$ cat config.mk
export PLATFORM = sky130hd
export DESIGN_NAME = os_timer_channel
export DESIGN_NICKNAME = d
export VERILOG_FILES = /design/src/rtl/timer_pkg.sv /design/src/rtl/timer_ctrl.sv /design/src/rtl/timer_datapath.sv /design/src/rtl/os_timer_channel.sv
export SDC_FILE = /design/constraint.sdc
export NUM_CORES = 1
export LEC_CHECK = 0
export BUFFER_PORTS_ARGS = -buffer_cell sky130_fd_sc_hd__buf_4
export CELL_PAD_IN_SITES_DETAIL_PLACEMENT = 1
export CELL_PAD_IN_SITES_GLOBAL_PLACEMENT = 2
export CORE_AREA = 2 2 146 148
export CTS_CLUSTER_SIZE = 24
export DETAILED_ROUTE_END_ITERATION = 8
export DIE_AREA = 0 0 148 150
export PLACE_DENSITY_LB_ADDON = 0.12
export SYNTH_ARGS = -nofsm -noshare
export SYNTH_HDL_FRONTEND = slang
export SYNTH_SLANG_ARGS = --single-unit
$ cat constraint.sdc
create_clock -name clk -period 3.9 [get_ports clk]
set_input_delay 0.195 -clock clk [delete_from_list [all_inputs] [get_ports clk]]
set_output_delay 0.195 -clock clk [all_outputs]
set_load 0.01 [all_outputs]
$ cat src/rtl/timer_pkg.sv
package timer_pkg;
  localparam int BUS_W = 32;

  // register byte offsets
  localparam int OFS_CMP   = 'h00;
  localparam int OFS_CNT   = 'h04;
  localparam int OFS_STAT  = 'h10;
  localparam int OFS_START = 'h14;
  localparam int OFS_STOP  = 'h18;
  localparam int OFS_CTRL  = 'h20;

  // strobes from control to datapath
  typedef struct packed {
    logic cmpWr;     // load compare register
    logic loadCmp;   // interval start: counter <= compare
    logic clearCnt;  // free-run start: counter <= 0
    logic count;     // channel running
    logic freeMode;  // active mode latched at start
  } tmrStrobe_t;
endpackage

$ cat src/rtl/timer_ctrl.sv
module timer_ctrl
  import timer_pkg::*;
#(
  parameter int ADDR_W = 6,
  parameter int CNT_W  = 32
) (
  input  logic              clk,
  input  logic              rstN,
  input  logic              wrEn,
  input  logic [ADDR_W-1:0] addr,
  input  logic [1:0]        wrLow,
  input  logic [CNT_W-1:0]  cntVal,
  input  logic [CNT_W-1:0]  cmpVal,
  output tmrStrobe_t        strobe,
  output logic [BUS_W-1:0]  rdData
);
  logic running;
  logic activeFree;
  logic ctrlMode;

  logic hitCmp, hitStart, hitStop, hitCtrl;
  logic startHit, stopHit;

  assign hitCmp   = wrEn && (addr == ADDR_W'(OFS_CMP));
  assign hitStart = wrEn && (addr == ADDR_W'(OFS_START));
  assign hitStop  = wrEn && (addr == ADDR_W'(OFS_STOP));
  assign hitCtrl  = wrEn && (addr == ADDR_W'(OFS_CTRL));
  assign startHit = hitStart && wrLow[0];
  assign stopHit  = hitStop && wrLow[0];

  always_ff @(posedge clk) begin
    if (!rstN) begin
      running    <= 1'b0;
      activeFree <= 1'b0;
      ctrlMode   <= 1'b0;
    end else begin
      if (hitCtrl) ctrlMode <= wrLow[1];
      if (startHit) begin
        running    <= 1'b1;
        activeFree <= ctrlMode;
      end else if (stopHit) begin
        running <= 1'b0;
      end
    end
  end

  always_comb begin
    strobe.cmpWr    = hitCmp;
    strobe.loadCmp  = startHit && !ctrlMode;
    strobe.clearCnt = startHit && ctrlMode;
    strobe.count    = running;
    strobe.freeMode = activeFree;
  end

  always_comb begin
    rdData = '0;
    case (addr)
      ADDR_W'(OFS_CMP):  rdData = BUS_W'(cmpVal);
      ADDR_W'(OFS_CNT):  rdData = BUS_W'(cntVal);
      ADDR_W'(OFS_STAT): rdData = BUS_W'(running);
      ADDR_W'(OFS_CTRL): rdData = BUS_W'({ctrlMode, 1'b0});
      default:           rdData = '0;
    endcase
  end

  // start trigger sets the enable status
  p_start_sets_r2: assert property (@(posedge clk) disable iff (!rstN)
    (wrEn && addr == ADDR_W'(OFS_START) && wrLow[0]) |=> running);
  // stop trigger clears the enable status
  p_stop_clears_r3: assert property (@(posedge clk) disable iff (!rstN)
    (wrEn && addr == ADDR_W'(OFS_STOP) && wrLow[0]) |=> !running);
  // active mode only changes on a start
  p_mode_latched_r8: assert property (@(posedge clk) disable iff (!rstN)
    !(wrEn && addr == ADDR_W'(OFS_START)) |=> $stable(activeFree));
  // zero writes to triggers leave the status alone
  p_zero_trigger_r9: assert property (@(posedge clk) disable iff (!rstN)
    (wrEn && (addr == ADDR_W'(OFS_START) || addr == ADDR_W'(OFS_STOP)) && !wrLow[0])
      |=> $stable(running));
endmodule

$ cat src/rtl/timer_datapath.sv
module timer_datapath
  import timer_pkg::*;
#(
  parameter int CNT_W = 32
) (
  input  logic             clk,
  input  logic             rstN,
  input  tmrStrobe_t       strobe,
  input  logic [CNT_W-1:0] wrData,
  output logic [CNT_W-1:0] cntVal,
  output logic [CNT_W-1:0] cmpVal,
  output logic             irqPulse
);
  logic [CNT_W-1:0] cntInc;
  assign cntInc = cntVal + CNT_W'(1);

  always_ff @(posedge clk) begin
    if (!rstN) begin
      cntVal   <= '0;
      cmpVal   <= '0;
      irqPulse <= 1'b0;
    end else begin
      if (strobe.cmpWr) cmpVal <= wrData;
      irqPulse <= 1'b0;
      if (strobe.loadCmp) begin
        cntVal <= cmpVal;
      end else if (strobe.clearCnt) begin
        cntVal <= '0;
      end else if (strobe.count) begin
        if (strobe.freeMode) begin
          cntVal   <= cntInc;
          irqPulse <= (cntInc == cmpVal) && (cmpVal != '0);
        end else if (cntVal == '0) begin
          cntVal   <= cmpVal;
          irqPulse <= 1'b1;
        end else begin
          cntVal <= cntVal - CNT_W'(1);
        end
      end
    end
  end

  // interval reload at zero with a pulse
  p_interval_reload_r4: assert property (@(posedge clk) disable iff (!rstN)
    (strobe.count && !strobe.freeMode && !strobe.loadCmp && !strobe.clearCnt && cntVal == '0)
      |=> (cntVal == $past(cmpVal)) && irqPulse);
  // free-run counts up by one
  p_free_inc_r5: assert property (@(posedge clk) disable iff (!rstN)
    (strobe.count && strobe.freeMode && !strobe.loadCmp && !strobe.clearCnt)
      |=> cntVal == $past(cntVal) + CNT_W'(1));
  // pulse lasts one cycle
  p_irq_single_r7: assert property (@(posedge clk) disable iff (!rstN)
    (irqPulse && cmpVal != '0 && $stable(cmpVal) && !strobe.cmpWr) |=> !irqPulse);
  // stopped counter holds
  p_hold_stopped_r11: assert property (@(posedge clk) disable iff (!rstN)
    (!strobe.count && !strobe.loadCmp && !strobe.clearCnt) |=> $stable(cntVal));
endmodule

$ cat src/rtl/os_timer_channel.sv
module os_timer_channel
  import timer_pkg::*;
#(
  parameter int ADDR_W = 6,
  parameter int CNT_W  = 32
) (
  input  logic              clk,
  input  logic              rstN,
  input  logic              regWrEn,
  input  logic [ADDR_W-1:0] regAddr,
  input  logic [BUS_W-1:0]  regWrData,
  output logic [BUS_W-1:0]  regRdData,
  output logic              irqPulse
);
  tmrStrobe_t       strobe;
  logic [CNT_W-1:0] cntVal;
  logic [CNT_W-1:0] cmpVal;

  timer_ctrl #(.ADDR_W(ADDR_W), .CNT_W(CNT_W)) u_ctrl (
    .clk    (clk),
    .rstN   (rstN),
    .wrEn   (regWrEn),
    .addr   (regAddr),
    .wrLow  (regWrData[1:0]),
    .cntVal (cntVal),
    .cmpVal (cmpVal),
    .strobe (strobe),
    .rdData (regRdData)
  );

  timer_datapath #(.CNT_W(CNT_W)) u_dp (
    .clk      (clk),
    .rstN     (rstN),
    .strobe   (strobe),
    .wrData   (regWrData[CNT_W-1:0]),
    .cntVal   (cntVal),
    .cmpVal   (cmpVal),
    .irqPulse (irqPulse)
  );
endmodule

Word-level counts from Yosys, hierarchy flattened
Index checks and enable logic that the tools add are counted.

Register bits: 68. Latch bits: 0. RAM bits: 0. ROM bits: 0. Bits of input ports: 41. Output and inout bits: 33. Logic and storage cells: 42. Memories: 0.

$add $sub $neg: 2. Multipliers: 0. Divide/modulo/power cells: 0. Magnitude comparators: 0. Equality and inequality tests: 6. Shift-type cells: 0. Multiplexer cells: 10. Bitwise operators: 2. Reductions and logical operators: 16.

Operators with widths (count): 2-to-1 mux 32 bit (5); case mux 32 bit (4 select lines) (1); adder 32 x 1 -> 32 bit, second input constant (1); equality test 32 bit (1); logical NOT 32 bit (1); nonzero test 32 bit (1); subtractor 32 x 1 -> 32 bit, second input constant (1); equality test 6 x 5 -> 1 bit, second input constant (3); logical AND 1 bit (9); equality test 6 x 3 -> 1 bit, second input constant (1); equality test 6 bit, second input constant (1); logical NOT 6 bit (1); 2-to-1 mux 1 bit (4); OR reduction 4 bit (1); nonzero test 3 bit (1); NOT 1 bit (2); nonzero test 2 bit (1); logical NOT 1 bit (1).

Logic depth before layout (Yosys ltp)
Word-level depth: 6. Depth in mapped cells: 12. Gate-level depth less buffers: 10.

Cells and area by module
A second synthesis with hierarchy kept.

Cells, all modules: 835. Area, all modules: 6099.6 um^2.

By module, submodules not included: timer_datapath (times used 1, cells each 764, area each 5537.8 um^2, seq. area each 1301.2 um^2); timer_ctrl (times used 1, cells each 71, area each 561.8 um^2, seq. area each 60.1 um^2).

Least setup slack after synthesis
OpenSTA, ideal clock, no wires.

Path kind: register -> register. Start point: reg u_dp.cntVal[0]. End point: reg u_dp.irqPulse. Library setup time: 87 ps. Arrival time: 3004 ps. Data required time: 3813 ps. Setup slack: 809 ps. Cell stages (with the launch flop): 12. Path buffers: 2. Period minus slack after synthesis: 3091 ps. Cell sequence: dfxtp_1 -> ha_1 -> nand3_2 -> or3_1 -> buf_2 -> or3_1 -> buf_2 -> a311o_1 -> a311oi_1 -> nand4_1 -> or4_1 -> o31ai_1.

Cells in the longest elaborated chain, start to end: 4. Elaborated cells between the ends (all ways): 6. Those cells by class: add/sub (1); eq/ne (1); mux (2); reduce/logical (2).

Ends and longest elaborated chain: start, declared (line timer_datapath.sv:10) `output logic [CNT_W-1:0] cntVal,`; start signal, assigned (line timer_datapath.sv:26) `cntVal <= cmpVal;`; start signal, assigned (line timer_datapath.sv:31) `cntVal <= cntInc;`; start signal, assigned (line timer_datapath.sv:34) `cntVal <= cmpVal;`; adder 32 x 1 -> 32 bit (line timer_datapath.sv:15) `assign cntInc = cntVal + CNT_W'(1);`; equality test 32 bit (line timer_datapath.sv:32) `irqPulse <= (cntInc == cmpVal) && (cmpVal != '0);`; logical AND 1 bit (line timer_datapath.sv:32); 2-to-1 mux 1 bit * (line timer_datapath.sv:30) `if (strobe.freeMode) begin`; end signal, assigned (line timer_datapath.sv:32); end, declared (line timer_datapath.sv:12) `output logic irqPulse`.

Every way passes the cells marked *; elsewhere a longest branch is shown, timed or not. A chain may end at the register's enable or synchronous reset.

Worst setup path in the final report
Start point: reg u_dp.cntVal[1]. End point: reg u_dp.irqPulse.

Same word-level chain as after synthesis.

==> results.cfg <==
[global_route]
grt_pass1_wl_um = 45060
antenna_found_initial = 0
grt_usage_pct = 26.80
grt_overflow = 0
grt_max_degree = 71
grt_pass1_vias = 7346

[synth]
synth_edf_count = 0
ys_types = 64
synth_top_area_cell = dfxtp_1
netlist_area_mm2 = 0.006065
postSynth.asyncResetShare_pct = 0
avgSynthCellArea_um2 = 6.876
synthesis.nets = 926
seq_area_frac_synth_pct = 22.45
synth_top_area_share_pct = 22.45
synthFlopType = dfxtp_1
ys_ff_latch = 68
yosys_warnings = 0
synth.top_cells.by_area = dfxtp_1, nand2_1, xnor2_1
synthCells = 882

[clocking]
cts_root_buffer = clkbuf_16
cts_buffer_depth = 2
cts_buffers = 9
postCtsHoldBufs = 0
clk_latency_ns = 0.35
post_cts_buffers = 0
tritoncts = built
h-tree-depth = 3
cts_resized = 0
cts.sinks = 68
clk_pin_slew_worst_paths_ns = 0.06

[worst_setup_path]
slowest_delay_ns = 0.55
cp.required_ns = 4.16
worstSetupStartpointType = flop
cp.arrival_ns = 3.82
path_max_fanout = 10
crit_type = flop to flop
cpMaxStageDelayCell = nor4_1
worst_path_dominant_cell_family = simple AND/OR/NAND/NOR gates
critPathLaunch = u_dp.cntVal[1]
crit_buf_inv = 1
reg2reg_from = u_dp.cntVal[1]
worst-r2r-setup-slack_ns = 0.34
rr_worst_depth = 10
critPathCapture = u_dp.irqPulse
worstSetupEndpointType = flop
r2r_end = u_dp.irqPulse
critPathMostFrequentCell = or3_1
crit_chain = ha_1 > nand3_2 > or3_1 > buf_4 > nor4_1 > xnor2_1 > o221ai_1 > or3_1 > or4_1 > o31ai_1
worst-path-stages = 10

[floorplan]
dieWidth_um = 148
dieArea_mm2 = 0.02220
initial_core_util_pct = 29.31
core_mm2 = 0.02069
core.rowCount = 53
io_pins = 74
die_h_um = 150

[timing]
layout_setup_ws_ns = 0.3415
fin_skew_ns = 0.01664
min_period_over_period_pct = 91.24
rsz0062_at_grt = false
hold_slack_ns = 0.1103
min_period_ns = 3.558
slew_viol_final = 0
fmax_ghz = 0.2810
setup_violations = 0
slew_headroom_pct = 31.45
hold_viol = 0
setup_tns_ns = 0
worstMarginPinSlew_ns = 1.026

[route]
routed.top_layer = met4
antenna_left = 0
dr_wl_met2_um = 13290
routedWlPerCell_um = 24.68
vias_per_cell = 5.983
drtPass1Iterations = 5
drt-total-wl_um = 29670
route.met3.wl_um = 1952
initialDrtViolationCount = 679
vias = 7192
drc = 0
drt-met1-wl_um = 13510

[cells_and_area]
drive_above_1_share_pct = 16.29
nFillCells = 2579
final_common_cell = nand2_1
layout.nets = 967
final_util_pct = 35.52
area_delta_synth_final_pct = 21.19
antenna_cells = 0
final_cell_mix = nand2_1, buf_4, dfxtp_1

[power_and_ir_drop]
power.leakage_nw = 2.699
swShare_pct = 30.22
p_comb_share_pct = 21.1
powerDensity_mw_per_mm2 = 307.3
switchingPower_w = 0.0006827
p_seq_share_pct = 31.5
finalPower_w = 0.002259
ir_drop_mv = 0.2287
power_frac_clock_pct = 47.4
p_int_w = 0.001576

[placement]
io_buffers = 73
gp_congestion = 0.9596
pre_cts_ws_ns = 0.4259
dpl.hpwl_um = 21100

[status]
outcome = complete, no violations

[worst_hold_path]
min_path_type = input port to flop

[job]
drv_cap = 0
## final cells by class
class	instances	area, um^2	share of cell area, %
flip-flops and latches	68	1361	18.52
clock buffers	9	225.2	3.064
well taps	275	344.1	4.682
clock inverters	6	137.6	1.873
repair buffers	122	915.9	12.46
inverters	28	105.1	1.430
multi-input cells	694	4260	57.97
## sequential cells by signal, indices dropped and copies added (netlist names)
signal / count
u_ctrl.activeFree: 1
u_dp.cntVal: 32
u_dp.irqPulse: 1
u_ctrl.ctrlMode: 1
u_dp.cmpVal: 32
u_ctrl.running: 1
## cell families after synthesis
| family | count (synthesis) | synth area share (%) |
|---|---|---|
| AOI/OAI and AO/OA | 263 | 30.08 |
| xor gates and xnor gates | 61 | 8.810 |
| adders and majority gates | 3 | 0.6190 |
| buffers and inverters | 120 | 7.510 |
| DFF | 68 | 22.45 |
| muxes | 8 | 1.382 |
| and+or+nand+nor | 359 | 29.15 |
## cells in the mapped netlist, drive strengths merged (6+ instances only)
library cell / number
xnor2: 45
o22ai: 6
o311ai: 11
a211oi: 6
o211ai: 12
nand2: 126
nand4: 17
nor4: 27
nor2: 53
buf: 8
inv: 27
or4: 7
or3: 8
a31oi: 12
o21ai: 50
and3: 16
xor2: 16
and2: 6
nor3: 26
nor2b: 8
a22oi: 6
nand3: 38
clkbuf: 84
a22o: 30
nor3b: 6
a221oi: 7
a21oi: 46
dfxtp: 68
a21boi: 38
## per-layer routing
metal,vias up,track usage [%]
met5,-,0
met4,0,10.00
met3,53,4.573
met2,303,42.38
met1,3541,36.52
li1,3295,-
## worst min path at each step
stage | startpoint | end | cells past startpoint
finish | regWrData[21] | u_dp.cmpVal[21] | 3
global route | regWrData[26] | u_dp.cmpVal[26] | 3
CTS | regWrData[28] | u_dp.cmpVal[28] | 3
detailed placement | regWrData[16] | u_dp.cmpVal[16] | 3
global placement | regWrData[7] | u_dp.cmpVal[7] | 3
floorplan | regWrData[10] | u_dp.cmpVal[10] | 2
## tightest hold or removal path, cell delays in order
cell and delay (ns):
buf_4 0.11, nand2_1 0.04, a21boi_0 0.06
## stage by stage
step / std cells / area [um^2]
2_1_floorplan: 882 / 6065
3_3_place_gp: 1187 / 6987
3_5_place_dp: 1187 / 6987
4_1_cts: 1202 / 7350
5_1_grt: 1202 / 7350
6_report: 1202 / 7350
## power groups by stage
stage	sequential [W]	combinational, W	clock [W]
after floorplan	0.000720	0.000283	0
after global placement	0.000727	0.000466	0
after detailed placement	0.000727	0.000469	0
after CTS	0.000711	0.000472	0.00109
after global routing	0.000712	0.000517	0.00110
final	0.000712	0.000477	0.00107
(Power assumes the default switching activity.)
